<file path="src/rtl/vid_port_pkg.sv">
package vid_port_pkg;

    typedef enum logic {
        SEQ_IDLE = 1'b0,
        SEQ_HALF = 1'b1
    } seq_state_t;

    localparam logic [3:0] OP_VRAM_WR  = 4'd1;
    localparam logic [3:0] OP_CRAM_WR  = 4'd3;
    localparam logic [3:0] OP_VSRAM_WR = 4'd5;

    localparam logic [1:0] TAG_REGWR   = 2'b10;
    localparam logic [4:0] REG_MODE_B  = 5'h01;
    localparam logic [4:0] REG_STEP    = 5'h0F;
    localparam int         DMA_EN_BIT  = 4;

    function automatic logic [8:0] pack_colour(input logic [15:0] w);
        return {w[11:9], w[7:5], w[3:1]};
    endfunction

    function automatic logic [15:0] swap_bytes(input logic [15:0] w);
        return {w[7:0], w[15:8]};
    endfunction

endpackage

</file>
<file path="src/rtl/vp_cmd_seq.sv">
module vp_cmd_seq
    import vid_port_pkg::*;
#(
    parameter int CMD_W  = 6,
    parameter int ADDR_W = 16,
    parameter int STEP_W = 8
) (
    input  logic              clk,
    input  logic              rst_n,
    input  logic              ctl_wr,
    input  logic [15:0]       ctl_word,
    input  logic              clr_pend,
    input  logic              adv,
    output logic [CMD_W-1:0]  cmd,
    output logic [ADDR_W-1:0] addr,
    output logic [STEP_W-1:0] step,
    output logic              reg_we,
    output logic [4:0]        reg_sel,
    output logic [7:0]        reg_data
);

    seq_state_t st, st_nxt;
    logic       is_regwr;

    assign is_regwr = (ctl_word[15:14] == TAG_REGWR);

    always_comb begin
        st_nxt = st;
        unique case (st)
            SEQ_IDLE: if (ctl_wr && !is_regwr) st_nxt = SEQ_HALF;
            SEQ_HALF: if (ctl_wr)              st_nxt = SEQ_IDLE;
        endcase
        if (clr_pend) st_nxt = SEQ_IDLE;
    end

    always_ff @(posedge clk) begin
        if (!rst_n) st <= SEQ_IDLE;
        else        st <= st_nxt;
    end

    always_ff @(posedge clk) begin
        if (!rst_n) begin
            cmd      <= '0;
            addr     <= '0;
            step     <= '0;
            reg_we   <= 1'b0;
            reg_sel  <= '0;
            reg_data <= '0;
        end else begin
            reg_we <= 1'b0;
            if (ctl_wr) begin
                unique case (st)
                    SEQ_IDLE: begin
                        if (is_regwr) begin
                            reg_we   <= 1'b1;
                            reg_sel  <= ctl_word[12:8];
                            reg_data <= ctl_word[7:0];
                            if (ctl_word[12:8] == REG_STEP)
                                step <= ctl_word[STEP_W-1:0];
                            if (ctl_word[12:8] == REG_MODE_B && !ctl_word[DMA_EN_BIT])
                                cmd[5] <= 1'b0;
                        end else begin
                            cmd[1:0]  <= ctl_word[15:14];
                            addr[13:0] <= ctl_word[13:0];
                        end
                    end
                    SEQ_HALF: begin
                        cmd[5:2]    <= ctl_word[7:4];
                        addr[15:14] <= ctl_word[1:0];
                    end
                endcase
            end else if (adv) begin
                addr <= addr + ADDR_W'(step);
            end
        end
    end

    assert_clear_pend_R4: assert property (@(posedge clk) disable iff (!rst_n)
        clr_pend |=> (st == SEQ_IDLE));

    assert_second_no_reg_R3: assert property (@(posedge clk) disable iff (!rst_n)
        (st == SEQ_HALF && ctl_wr) |=> (!reg_we && st == SEQ_IDLE));

    assert_reg_keeps_addr_R1: assert property (@(posedge clk) disable iff (!rst_n)
        reg_we |-> $stable(addr));

endmodule

</file>
<file path="src/rtl/vp_mem_writer.sv">
module vp_mem_writer
    import vid_port_pkg::*;
#(
    parameter int VSRAM_DEPTH = 40,
    parameter int IDX_W       = 6,
    parameter int VADDR_W     = 15
) (
    input  logic               clk,
    input  logic               rst_n,
    input  logic               dat_wr,
    input  logic [15:0]        word,
    input  logic [5:0]         cmd,
    input  logic [15:0]        addr,
    output logic               adv,
    output logic               vram_we,
    output logic [VADDR_W-1:0] vram_addr,
    output logic [15:0]        vram_wdata,
    output logic               cram_we,
    output logic [IDX_W-1:0]   cram_addr,
    output logic [8:0]         cram_wdata,
    output logic               vsram_we,
    output logic [IDX_W-1:0]   vsram_addr,
    output logic [9:0]         vsram_wdata
);

    logic [3:0]       code;
    logic [IDX_W-1:0] idx;
    logic             hit_v, hit_c, hit_s;

    assign code  = cmd[3:0];
    assign idx   = addr[IDX_W:1];
    assign hit_v = dat_wr && (code == OP_VRAM_WR);
    assign hit_c = dat_wr && (code == OP_CRAM_WR);
    assign hit_s = dat_wr && (code == OP_VSRAM_WR) && (int'(idx) < VSRAM_DEPTH);
    assign adv   = hit_v || hit_c || hit_s;

    always_ff @(posedge clk) begin
        if (!rst_n) begin
            vram_we     <= 1'b0;
            vram_addr   <= '0;
            vram_wdata  <= '0;
            cram_we     <= 1'b0;
            cram_addr   <= '0;
            cram_wdata  <= '0;
            vsram_we    <= 1'b0;
            vsram_addr  <= '0;
            vsram_wdata <= '0;
        end else begin
            vram_we  <= hit_v;
            cram_we  <= hit_c;
            vsram_we <= hit_s;
            if (hit_v) begin
                vram_addr  <= addr[15:1];
                vram_wdata <= addr[0] ? swap_bytes(word) : word;
            end
            if (hit_c) begin
                cram_addr  <= idx;
                cram_wdata <= pack_colour(word);
            end
            if (hit_s) begin
                vsram_addr  <= idx;
                vsram_wdata <= word[9:0];
            end
        end
    end

    assert_one_target_R8: assert property (@(posedge clk) disable iff (!rst_n)
        $onehot0({vram_we, cram_we, vsram_we}));

    assert_vsram_limit_R7: assert property (@(posedge clk) disable iff (!rst_n)
        vsram_we |-> (int'(vsram_addr) < VSRAM_DEPTH));

endmodule

</file>
<file path="src/rtl/vp_read_mux.sv">
module vp_read_mux #(
    parameter logic [15:0] STATUS_BASE = 16'h3400,
    parameter int          BUSY_BIT    = 1
) (
    input  logic        clk,
    input  logic        rst_n,
    input  logic        ctl_rd,
    input  logic        dat_rd,
    input  logic        dma_active,
    output logic [15:0] rdata
);

    always_ff @(posedge clk) begin
        if (!rst_n) begin
            rdata <= '0;
        end else if (ctl_rd) begin
            rdata           <= STATUS_BASE;
            rdata[BUSY_BIT] <= dma_active;
        end else if (dat_rd) begin
            rdata <= '0;
        end
    end

    assert_status_R9: assert property (@(posedge clk) disable iff (!rst_n)
        ctl_rd |=> (rdata == (STATUS_BASE | (16'(($past(dma_active))) << BUSY_BIT))));

endmodule

</file>
<file path="src/rtl/vid_port_unit.sv">
module vid_port_unit
    import vid_port_pkg::*;
#(
    parameter int VSRAM_DEPTH = 40
) (
    input  logic        clk,
    input  logic        rst_n,
    input  logic [4:0]  bus_addr,
    input  logic [15:0] bus_wdata,
    input  logic        bus_wr,
    input  logic        bus_rd,
    input  logic        bus_byte,
    input  logic        dma_active,
    output logic [15:0] bus_rdata,
    output logic [5:0]  cmd_code,
    output logic [15:0] acc_addr,
    output logic        reg_we,
    output logic [4:0]  reg_sel,
    output logic [7:0]  reg_data,
    output logic        vram_we,
    output logic [14:0] vram_addr,
    output logic [15:0] vram_wdata,
    output logic        cram_we,
    output logic [5:0]  cram_addr,
    output logic [8:0]  cram_wdata,
    output logic        vsram_we,
    output logic [5:0]  vsram_addr,
    output logic [9:0]  vsram_wdata
);

    logic        in_win, pick_ctl;
    logic        ctl_wr, ctl_rd, dat_wr, dat_rd, clr_pend, adv;
    logic [15:0] word;
    logic [7:0]  step;

    assign in_win   = (bus_addr[4:3] == 2'b00);
    assign pick_ctl = bus_addr[2];
    assign word     = bus_byte ? {bus_wdata[7:0], bus_wdata[7:0]} : bus_wdata;
    assign ctl_wr   = bus_wr && in_win &&  pick_ctl;
    assign dat_wr   = bus_wr && in_win && !pick_ctl;
    assign ctl_rd   = bus_rd && in_win &&  pick_ctl;
    assign dat_rd   = bus_rd && in_win && !pick_ctl;
    assign clr_pend = ctl_rd || dat_rd || dat_wr;

    vp_cmd_seq u_seq (
        .clk      (clk),
        .rst_n    (rst_n),
        .ctl_wr   (ctl_wr),
        .ctl_word (word),
        .clr_pend (clr_pend),
        .adv      (adv),
        .cmd      (cmd_code),
        .addr     (acc_addr),
        .step     (step),
        .reg_we   (reg_we),
        .reg_sel  (reg_sel),
        .reg_data (reg_data)
    );

    vp_mem_writer #(.VSRAM_DEPTH(VSRAM_DEPTH)) u_wr (
        .clk         (clk),
        .rst_n       (rst_n),
        .dat_wr      (dat_wr),
        .word        (word),
        .cmd         (cmd_code),
        .addr        (acc_addr),
        .adv         (adv),
        .vram_we     (vram_we),
        .vram_addr   (vram_addr),
        .vram_wdata  (vram_wdata),
        .cram_we     (cram_we),
        .cram_addr   (cram_addr),
        .cram_wdata  (cram_wdata),
        .vsram_we    (vsram_we),
        .vsram_addr  (vsram_addr),
        .vsram_wdata (vsram_wdata)
    );

    vp_read_mux u_rd (
        .clk        (clk),
        .rst_n      (rst_n),
        .ctl_rd     (ctl_rd),
        .dat_rd     (dat_rd),
        .dma_active (dma_active),
        .rdata      (bus_rdata)
    );

    assert_advance_R8: assert property (@(posedge clk) disable iff (!rst_n)
        (vram_we || cram_we || vsram_we) |-> (acc_addr == $past(acc_addr) + 16'($past(step))));

    assert_outside_R11: assert property (@(posedge clk) disable iff (!rst_n)
        (bus_wr && !in_win) |=> ($stable(acc_addr) && $stable(cmd_code) && !reg_we));

endmodule

</file>
<file path="config.mk">
export PLATFORM = sky130hd
export DESIGN_NAME = vid_port_unit
export DESIGN_NICKNAME = d
export VERILOG_FILES = /design/src/rtl/vid_port_pkg.sv /design/src/rtl/vp_cmd_seq.sv /design/src/rtl/vp_mem_writer.sv /design/src/rtl/vp_read_mux.sv /design/src/rtl/vid_port_unit.sv
export SDC_FILE = /design/constraint.sdc
export NUM_CORES = 1
export LEC_CHECK = 0
export ABC_CLOCK_PERIOD_IN_PS = 3700
export BUFFER_PORTS_ARGS = -buffer_cell sky130_fd_sc_hd__buf_2
export CORE_MARGIN = 2
export CORE_UTILIZATION = 56
export DETAILED_ROUTE_END_ITERATION = 6
export GPL_TIMING_DRIVEN = 0
export PLACE_DENSITY = 0.9
export SYNTH_ARGS = -nofsm -noshare
export SYNTH_HDL_FRONTEND = slang
export SYNTH_SLANG_ARGS = --single-unit
export TNS_END_PERCENT = 100
</file>
<file path="constraint.sdc">
create_clock -name clk -period 3.7 [get_ports clk]
set_input_delay 0.74 -clock clk [delete_from_list [all_inputs] [get_ports clk]]
set_output_delay 0.74 -clock clk [all_outputs]
set_load 0.02 [all_outputs]
</file>
==> parameters.txt <==
Parameter                              Value

Outcome
  Status ... finished, final reports clean

Flow run
  MaxCap Viol Count ... 0

Timing
  Fmax ... 389 MHz
  Period minus WS final ... 2.57 ns
  Remaining max-slew budget at the tightest pin ... 35.1%
  Final number of max-transition violations ... 0
  Fin Setup TNS ... 0 ns
  Setup repair after global routing missed its margin ... false
  Period utilisation layout ... 69.4%
  Transition time at the pin with the least slew margin ... 0.946 ns
  Worst clock skew ... 0.0127 ns
  Count of endpoints failing setup in the final report ... 0
  Final hold violations ... 0

Cells and area
  Share of cells above drive strength 1 ... 23.2%
  Top library cells by usage in the layout, fill and taps aside ... buf_2, dfxtp_1, nand2_1, nor2_1, a21oi_1
  Fillers ... 684
  Leading cell type in the layout, fill and taps excluded ... buf_2
  ANT cells ... 0
  Layout area overhead ... 20.1%
  Number of nets in the layout ... 772

Clock tree
  Clk sinks ... 112
  Number of H-tree branching levels ... 3
  Maximum buffer depth of the clock tree ... 2
  Count of hold-fix buffers inserted at cts ... 0
  Register clock-pin slew on the reported worst setup and hold paths ... 0.11 ns
  Post-CTS sizing ... 0
  Number of buffers added by the clock tree synthesis step ... 9
  Buffers inserted during post-CTS setup optimization ... 0
  Later-pin clock latency in the skew report ... 0.39 ns
  TritonCTS clock tree ... done
  Cell chosen for the clock root ... clkbuf_8

Pwr
  PwrDens ... 361 mW/mm2
  Tot Pwr ... 2.17 mW
  Leakage Power ... 2.86 nW
  VDD IR-drop max ... 263 uV

Logic synthesis
  Distinct cell type count of the synthesized netlist ... 51
  Post-synthesis xor/xnor area fraction ... 0.876%
  Fraction of registers with async set/reset ... 0%
  Main synth FF type ... dfxtp_1
  Number of enable flip-flop cells after synthesis ... 0
  Flops & latches, synth ... 112
  Synthesized-area fraction occupied by and/or/nand/nor cells ... 18.9%
  Largest family of logic cells by synthesized area ... simple AND/OR/NAND/NOR gates
  Synth Area in Adders ... 2.40%
  Synthesized area divided by synthesized cell count ... 8.45 um2
  Count of mapped cells out of synthesis ... 592
  Fraction of the mapped netlist area in compound gates ... 15.6%
  Cell area after synthesis ... 0.00500 mm2
  Register area share after synthesis ... 44.8%
  Mux cell area share after synthesis ... 11.1%
  Synth Warn # ... 0

Min path
  Hold path startpoint ... u_rd.rdata[1]
  Min-delay worst type ... reg2reg

Route
  Drt total wl ... 14700 um
  Post-DR wirelength/cell ... 17.3 um
  Total DRC errors in the routed layout ... 0
  Antenna-violating nets left ... 0
  First drt pass iteration count ... 5
  DRC violation total after the first TritonRoute iteration ... 356
  Total number of vias ... 4879
  Detail-routed via count per cell ... 5.75

Floorplanning
  Initial core utilization ... 57.6%
  Number of primary I/O pins ... 144
  Placeable core region ... 0.00868 mm2
  Total die area ... 0.00970 mm2
  Height of the chip ... 98.5 um
  Row cnt ... 34
  Horizontal die dimension ... 98.5 um

Worst setup path
  Critical R2R Capture ... u_seq.addr[12]
  Capturing element type of the critical path ... flip-flop
  Crit path to ... u_wr.vram_wdata[1]
  Launching point of the worst reg2reg path ... u_seq.addr[0]
  Data required, critical path ... 4.02 ns
  Crit Path Category ... in2reg
  Crit path max fanout ... 10
  R2R cell count ... 8
  Launching instance or port of the critical path ... bus_addr[4]
  Setup slack, reg-to-reg ... 1.38 ns
  Endpoint arrival time on the critical path ... 2.89 ns
  Startpoint type of the worst setup path ... input pin

Global routing
  Maximum number of pins on one net before global-route repair ... 24
  Combined global-route utilization of all metal layers ... 30.2%
  Via count of the first global-routing pass ... 4649
  Antenna violations before repair ... 0
  Overflow after GRT ... 0
  First-pass GRT wire length ... 23400 um

Placement
  Routability congestion estimate from global placement ... 0.960
  Number of buffers added on ports ... 122
  Post-detail-place hpwl ... 10600 um
[metal layers]
| metal | track usage [%] | share of wire [%] | up-vias |
|---|---|---|---|
| met3 | 6.10 | 9.2 | 34 |
| met2 | 48.3 | 46 | 265 |
| li1 | - | - | 2301 |
| met1 | 40.2 | 42 | 2279 |
| met5 | 0 | 0 | - |
| met4 | 12.0 | 2.5 | 0 |
[worst max-delay path: stages]
cell and delay (ns):
buf_2 0.10, nor2_1 0.30, nand4_1 0.41, nor3_1 0.53, clkbuf_1 0.42, o211ai_1 0.21
a21oi_1 0.17
[cell usage after synthesis, drive strengths merged, types with 8 or more instances]
| master | n | area share, % |
|---|---|---|
| clkbuf | 36 | 2.7 |
| mux2i | 52 | 10 |
| dfxtp | 112 | 45 |
| ha | 8 | 2.0 |
| a211oi | 10 | 1.5 |
| nand3 | 12 | 1.3 |
| buf | 23 | 3.2 |
| nor2 | 76 | 5.7 |
| o21ai | 22 | 2.2 |
| o211ai | 10 | 1.5 |
| nand2 | 102 | 7.7 |
| a21oi | 58 | 5.8 |
[per-stage QoR]
stage | area [um2] | hold WS, ns | util (%) | instances | setup WS [ns]
floorplan | 5040 | 0.468 | - | 603 | 1.32
global placement | 5790 | 0.436 | 66.7 | 833 | 0.887
detailed placement | 5790 | 0.443 | 66.7 | 833 | 0.814
CTS | 6010 | 0.459 | 69.2 | 849 | 1.20
global route | 6010 | 0.474 | 69.2 | 849 | 1.02
finish | 6010 | 0.459 | 69.2 | 849 | 1.13
[where the power goes]
| part | internal (mW) | switching (mW) |
|---|---|---|
| Clock | 0.281 | 0.497 |
| Sequential | 1.21 | 0.00915 |
| Combinational | 0.0504 | 0.118 |
| Total | 1.54 | 0.625 |
[state kept, by name (all words and copies together) (netlist names), 2 cells and up]
name,count
u_wr.vram_wdata,16
u_wr.cram_wdata,9
u_wr.cram_addr,6
u_wr.vram_addr,15
u_wr.vsram_wdata,10
u_seq.step,8
u_wr.vsram_addr,6
u_seq.cmd,6
u_seq.reg_data,8
u_seq.reg_sel,5
u_seq.addr,16
u_rd.rdata,2
[cell families (layout without fill, tap and decap cells)]
group | count (synthesis) | after routing
flops | 112 | 112
other cells | 1 | 12
fa+ha+maj | 9 | 9
mux | 55 | 55
compound gates | 126 | 126
xor+xnor | 5 | 5
buf+inv | 64 | 202
simple gates | 220 | 220
[how the worst min path moves through the flow]
| stage | end | slack (ns) | cells after the start |
|---|---|---|---|
| 5_1_grt | u_wr.vram_wdata[13] | 0.47 | 2 |
| 4_1_cts | u_wr.vram_wdata[1] | 0.46 | 2 |
| 6_report | u_rd.rdata[1] | 0.46 | 2 |
| 2_1_floorplan | u_seq.step[0] | 0.47 | 2 |
| 3_3_place_gp | u_rd.rdata[1] | 0.44 | 2 |
| 3_5_place_dp | u_wr.vram_wdata[1] | 0.44 | 2 |
[layout make-up]
type / count / area [um2] / share of cell area, %
Tap cell: 108 / 135 / 2.25
Timing Repair Buffer: 122 / 611 / 10.2
Buffer: 59 / 293 / 4.88
Clock inverter: 7 / 93.8 / 1.56
Clock buffer: 9 / 124 / 2.06
Sequential cell: 112 / 2240 / 37.3
Inverter: 5 / 18.8 / 0.313
Multi-Input combinational cell: 427 / 2490 / 41.4
Note: power is estimated with default switching activity, not from simulation.
